`src/rtl/bm_pkg.sv`:
```
package bm_pkg;

    localparam int BM_DATA_W    = 64;
    localparam int BM_LANES     = BM_DATA_W / 8;
    localparam int BM_ADDR_W    = 40;
    localparam int BM_CNT_W     = 8;
    localparam int BM_MAX_BYTES = 64;
    localparam int BM_MAX_BEATS = BM_MAX_BYTES / BM_LANES;
    localparam int BM_BEAT_W    = $clog2(BM_MAX_BEATS + 1);

    typedef enum logic [1:0] {
        OP_READ  = 2'd0,
        OP_WRITE = 2'd1,
        OP_SCRUB = 2'd2,
        OP_TAS   = 2'd3
    } bm_op_e;

    typedef enum logic [2:0] {
        ST_IDLE,
        ST_REQ,
        ST_WAIT_GNT,
        ST_HEADER,
        ST_DATA,
        ST_TERM
    } bm_state_e;

    typedef struct packed {
        bm_op_e                op;
        logic [BM_CNT_W-1:0]   bytes;
        logic [BM_ADDR_W-1:0]  addr;
    } bm_desc_t;

    function automatic logic bm_bytes_ok(input logic [BM_CNT_W-1:0] n);
        return (n != '0) && (int'(n) <= BM_MAX_BYTES);
    endfunction

    function automatic logic [BM_BEAT_W-1:0] bm_beats(input logic [BM_CNT_W-1:0] n);
        logic [BM_CNT_W:0] sum;
        sum = {1'b0, n} + (BM_CNT_W+1)'(BM_LANES - 1);
        return BM_BEAT_W'(sum >> $clog2(BM_LANES));
    endfunction

    function automatic logic bm_carries_data(input bm_op_e op);
        return (op == OP_WRITE) || (op == OP_SCRUB);
    endfunction

    function automatic logic [BM_DATA_W-1:0] bm_header(input bm_desc_t d);
        logic [BM_DATA_W-1:0] h;
        h = '0;
        h[63:56] = {6'b0, d.op};
        h[55:48] = d.bytes;
        h[BM_ADDR_W-1:0] = d.addr;
        return h;
    endfunction

endpackage

```
`src/rtl/bm_desc_check.sv`:
```
module bm_desc_check
    import bm_pkg::*;
(
    input  bm_op_e                op_i,
    input  logic [BM_CNT_W-1:0]   bytes_i,
    output logic                  ok_o,
    output logic [BM_BEAT_W-1:0]  beats_o,
    output logic                  has_data_o
);
    always_comb begin
        ok_o       = bm_bytes_ok(bytes_i);
        beats_o    = bm_beats(bytes_i);
        has_data_o = bm_carries_data(op_i);
    end
endmodule

```
`src/rtl/bm_lane_parity.sv`:
```
module bm_lane_parity #(
    parameter int LANES = 8
) (
    input  logic [LANES*8-1:0] data_i,
    output logic [LANES-1:0]   par_o
);
    for (genvar g = 0; g < LANES; g++) begin : g_lane
        assign par_o[g] = ~(^data_i[g*8 +: 8]);
    end
endmodule

```
`src/rtl/bm_seq.sv`:
```
module bm_seq
    import bm_pkg::*;
(
    input  logic                  clk,
    input  logic                  rst,
    input  logic                  cmd_valid_i,
    input  logic                  desc_ok_i,
    input  logic                  has_data_i,
    input  logic [BM_BEAT_W-1:0]  beats_i,
    input  logic                  gnt_i,
    input  logic                  wr_valid_i,
    output bm_state_e             state_o,
    output logic                  load_o,
    output logic                  reject_o
);
    bm_state_e             state_q;
    logic [BM_BEAT_W-1:0]  cnt_q;
    logic                  last_beat;

    assign last_beat = (cnt_q == beats_i - BM_BEAT_W'(1));
    assign load_o    = (state_q == ST_IDLE) && cmd_valid_i && desc_ok_i;
    assign reject_o  = (state_q == ST_IDLE) && cmd_valid_i && !desc_ok_i;
    assign state_o   = state_q;

    always_ff @(posedge clk) begin
        if (rst) begin
            state_q <= ST_IDLE;
            cnt_q   <= '0;
        end else begin
            case (state_q)
                ST_IDLE:     if (load_o) state_q <= ST_REQ;
                ST_REQ:      state_q <= ST_WAIT_GNT;
                ST_WAIT_GNT: if (gnt_i) state_q <= ST_HEADER;
                ST_HEADER: begin
                    cnt_q   <= '0;
                    state_q <= has_data_i ? ST_DATA : ST_TERM;
                end
                ST_DATA: begin
                    if (wr_valid_i) begin
                        cnt_q <= cnt_q + BM_BEAT_W'(1);
                        if (last_beat) state_q <= ST_TERM;
                    end
                end
                ST_TERM:     state_q <= ST_IDLE;
                default:     state_q <= ST_IDLE;
            endcase
        end
    end
endmodule

```
`src/rtl/blkbus_master.sv`:
```
module blkbus_master
    import bm_pkg::*;
#(
    parameter int DATA_W = BM_DATA_W,
    parameter int ADDR_W = BM_ADDR_W,
    parameter int CNT_W  = BM_CNT_W,
    localparam int LANES = DATA_W / 8
) (
    input  logic              clk,
    input  logic              rst,
    input  logic              cmd_valid,
    input  logic [1:0]        cmd_op,
    input  logic [ADDR_W-1:0] cmd_addr,
    input  logic [CNT_W-1:0]  cmd_bytes,
    output logic              cmd_ready,
    output logic              cmd_reject,
    input  logic              wr_valid,
    input  logic [DATA_W-1:0] wr_data,
    output logic              wr_ready,
    output logic              bus_req,
    input  logic              bus_gnt,
    output logic              bus_valid,
    output logic [DATA_W-1:0] bus_data,
    output logic [LANES-1:0]  bus_par,
    output logic              bus_term,
    output logic              busy
);
    bm_op_e                in_op;
    logic                  desc_ok;
    logic [BM_BEAT_W-1:0]  desc_beats;
    logic                  desc_has_data;
    bm_desc_t              desc_q;
    logic [BM_BEAT_W-1:0]  beats_q;
    logic                  has_data_q;
    bm_state_e             state;
    logic                  load;

    assign in_op = bm_op_e'(cmd_op);

    bm_desc_check u_desc (
        .op_i       (in_op),
        .bytes_i    (cmd_bytes),
        .ok_o       (desc_ok),
        .beats_o    (desc_beats),
        .has_data_o (desc_has_data)
    );

    always_ff @(posedge clk) begin
        if (rst) begin
            desc_q     <= '0;
            beats_q    <= '0;
            has_data_q <= 1'b0;
        end else if (load) begin
            desc_q     <= '{op: in_op, bytes: cmd_bytes, addr: cmd_addr};
            beats_q    <= desc_beats;
            has_data_q <= desc_has_data;
        end
    end

    bm_seq u_seq (
        .clk         (clk),
        .rst         (rst),
        .cmd_valid_i (cmd_valid),
        .desc_ok_i   (desc_ok),
        .has_data_i  (has_data_q),
        .beats_i     (beats_q),
        .gnt_i       (bus_gnt),
        .wr_valid_i  (wr_valid),
        .state_o     (state),
        .load_o      (load),
        .reject_o    (cmd_reject)
    );

    always_comb begin
        cmd_ready = (state == ST_IDLE);
        busy      = (state != ST_IDLE);
        bus_req   = (state == ST_REQ);
        bus_term  = (state == ST_TERM);
        wr_ready  = (state == ST_DATA);
        bus_valid = 1'b0;
        bus_data  = '0;
        if (state == ST_HEADER) begin
            bus_valid = 1'b1;
            bus_data  = bm_header(desc_q);
        end else if (state == ST_DATA && wr_valid) begin
            bus_valid = 1'b1;
            bus_data  = wr_data;
        end
    end

    bm_lane_parity #(.LANES(LANES)) u_par (
        .data_i (bus_data),
        .par_o  (bus_par)
    );
endmodule

```
`config.mk`:
```
export PLATFORM = sky130hd
export DESIGN_NAME = blkbus_master
export DESIGN_NICKNAME = d
export VERILOG_FILES = /design/src/rtl/bm_pkg.sv /design/src/rtl/bm_desc_check.sv /design/src/rtl/bm_lane_parity.sv /design/src/rtl/bm_seq.sv /design/src/rtl/blkbus_master.sv
export SDC_FILE = /design/constraint.sdc
export NUM_CORES = 1
export LEC_CHECK = 0
export BUFFER_PORTS_ARGS = -buffer_cell sky130_fd_sc_hd__buf_2
export CORE_MARGIN = 3
export CORE_UTILIZATION = 43
export CTS_CLUSTER_SIZE = 40
export DETAILED_ROUTE_END_ITERATION = 10
export HOLD_SLACK_MARGIN = 0.15
export PLACE_DENSITY = 0.77
export SETUP_SLACK_MARGIN = 0.2
export SYNTH_ARGS = -nofsm -noshare
export SYNTH_HDL_FRONTEND = slang
export SYNTH_SLANG_ARGS = --single-unit
export TNS_END_PERCENT = 30
```
`constraint.sdc`:
```
create_clock -name clk -period 2 [get_ports clk]
set_input_delay 0.2 -clock clk [delete_from_list [all_inputs] [get_ports clk]]
set_output_delay 0.2 -clock clk [all_outputs]
set_load 0.005 [all_outputs]
```
==> impl_metrics.json <==
{
  "outcome": "finished, violations left",
  "violations": "setup timing",
  "cp.required_ns": 1.80,
  "slew_viol_final": 0,
  "drtIter0Drc": 287,
  "power.total_mw": 3.96,
  "cts.sinks": 62,
  "rows": 36,
  "postLayoutSetupSlackWorst_ns": -0.562,
  "postRouteAntennaNets": 0,
  "area_growth_pct": 48.8,
  "routabilityCongestion": 0.897,
  "num_antenna_cells": 0,
  "synthTopCellsByCount": "dfxtp_1, nor2_1, mux2i_1",
  "ys_ff_latch": 62,
  "tightest_slew_ns": 0.800,
  "path_class": "reg -> out",
  "finClkSkew_ns": 0.0102,
  "synth_most_common_cell": "dfxtp_1",
  "io_buffer_count": 197,
  "synth.avg_cell_area_sq_um": 9.37,
  "grt_max_degree": 41,
  "final_nets": 846,
  "cp_data_arrival_time_ns": 2.36,
  "dpl_cell_area_sq_um": 5630,
  "rsz0062_at_grt": "true",
  "cts_tree": "done",
  "cp-end-kind": "output port",
  "synth_cell_type_count": 39,
  "synthCells": 467,
  "dr.pass1.iters": 4,
  "die_x_microns": 107,
  "dp_hpwl_microns": 9540,
  "maxCapViolCount": 0,
  "cp-start-kind": "flop",
  "cts-root-buf": "clkbuf_8",
  "overflow": 0,
  "setup_violations": 12,
  "path_clk_slew_ns": 0.07,
  "period_needed_ns": 2.56,
  "yosysSeqAreaShare_pct": 28.4,
  "final_cell_area_sq_um": 6510,
  "syn_area_sq_um": 4380,
  "synth_area_leader_cell": "dfxtp_1",
  "grt_pass1_vias": 4458,
  "cp_max_fo": 18,
  "yosysWarnings": 0,
  "relSlewSlack_pct": 46.6,
  "fmax_mhz": 390,
  "synth-edff-count": 0,
  "hold_viol": 0,
  "viasPerCell": 5.19,
  "clk_path_buf_depth": 2,
  "drc": 0,
  "vias": 4480,
  "layout-drive-gt1-share_pct": 41.0,
  "numCtsBuffers": 9,
  "wl_per_cell_microns": 16.0,
  "core_sq_um": 9820,
  "grt_antenna_before_repair": 0,
  "synthTopCellsByArea": "dfxtp_1, mux2i_1, a22o_1, nor2_1, a22o_4",
  "grt_pass1_wl_microns": 21200,
  "synth_flop_cell": "dfxtp_1",
  "dieHeight_microns": 107,
  "track_usage_pct": 22.8,
  "wl_microns": 13800,
  "synth_top_area_share_pct": 28.4,
  "start_util_pct": 44.6,
  "syn-num-nets": 588,
  "htreeDepth": 3,
  "period_share_pct": 128,
  "die_area_sq_um": 11400,
  "ir_worst_vdd_uv": 364,
  "power_density_nw_per_um2": 608,
  "hold_class": "in -> reg",
  "ios": 198,
  "async_flop_share_pct": 0,
  "clkLatencyLatePin_ns": 0.33,
  "leakagePower_nw": 3.09
}
[final cells by class]
cell class              instances  area, sq um
clock buffers                  10          128
well taps                     133          166
flip-flops and latches         62         1240
clock inverters                 6         38.8
inverters                       5         18.8
fillers                       832         3310
multi-input cells             365         2970
repair buffers                282         1950
[power by group]
part	switching (mW)	internal, mW	total [mW]
clock network	0.495	0.445	0.939
logic	0.723	0.843	1.57
registers	0.0993	1.35	1.45
total	1.32	2.64	3.96
[metal layers]
layer	track usage (%)	up-vias	share of wire (%)
li1	-	2182	-
met1	26.6	2091	40
met2	41.2	178	51
met3	5.30	29	6.8
met5	0	-	0
met4	7.49	0	2.5
[metrics by stage]
stage	utilization [%]	hold slack, ns	TNS (ns)	setup WS, ns	std cells
6_report	66.3	0.195	-3.73	-0.562	863
5_1_grt	66.3	0.194	-5.40	-0.628	863
4_1_cts	64.7	0.168	-4.92	-0.559	858
3_5_place_dp	57.3	0.443	-1.74	-0.215	796
3_3_place_gp	57.3	0.433	-0.915	-0.166	796
2_1_floorplan	-	0.347	-0.487	-0.0840	467
[sequential cells by signal, indices dropped and copies added (netlist names)]
| signal | cells |
|---|---|
| u_seq.state_o | 3 |
| u_seq.cnt_q | 4 |
| beats_q | 4 |
| has_data_q | 1 |
| desc_q | 50 |
[worst paths after layout]
| path | start | endpoint | slack, ns | cells past startpoint |
|---|---|---|---|---|
| max reg2reg | u_seq.state_o[1] | desc_q[41] | 0.12 | 8 |
| max | u_seq.state_o[2] | bus_par[1] | -0.56 | 6 |
| min reg2reg | desc_q[48] | desc_q[48] | 0.50 | 2 |
| min | cmd_bytes[4] | desc_q[44] | 0.20 | 3 |
[placed cells by master, fill, tap and decap left out, types with 14 or more instances in the layout]
master,synthesis,layout
buf_4,5,19
a22o_1,48,48
mux2i_1,51,44
buf_2,10,196
and2_1,14,14
nand2_1,36,34
dlygate4sd3_1,0,45
a21oi_1,29,29
xnor2_1,17,17
nor2b_1,20,20
dfxtp_1,62,59
nor2_1,60,59
[cells by family (layout without fill, tap and decap cells)]
| kind of cell | after synthesis | after routing | share of synthesized area [%] |
|---|---|---|---|
| simple gates | 151 | 151 | 16.3 |
| buf+inv | 40 | 303 | 6.32 |
| mux | 55 | 55 | 12.7 |
| fa+ha+maj | 2 | 2 | 0.572 |
| flops | 62 | 62 | 28.4 |
| xor+xnor | 45 | 45 | 13.3 |
| compound gates | 112 | 112 | 22.5 |
[what timing repair did]
item / in CTS / in global routing
endpoints found under the hold margin: 45 / 0
buffers inserted: 0 / 5
gates cloned: 1 / 0
endpoints found under the setup margin: 104 / 105
gates resized for setup: 18 / 31
hold buffers: 45 / 0
pin swaps: 6 / 9
[critical path, stage by stage, from the launching register on]
cell and delay [ns]:
dfxtp_2 0.33, and3b_4 0.35, buf_12 0.18, a22o_1 0.18, xor3_1 0.46, xnor3_1 0.39, buf_2 0.14
Note: power is estimated with default switching activity, not from simulation.
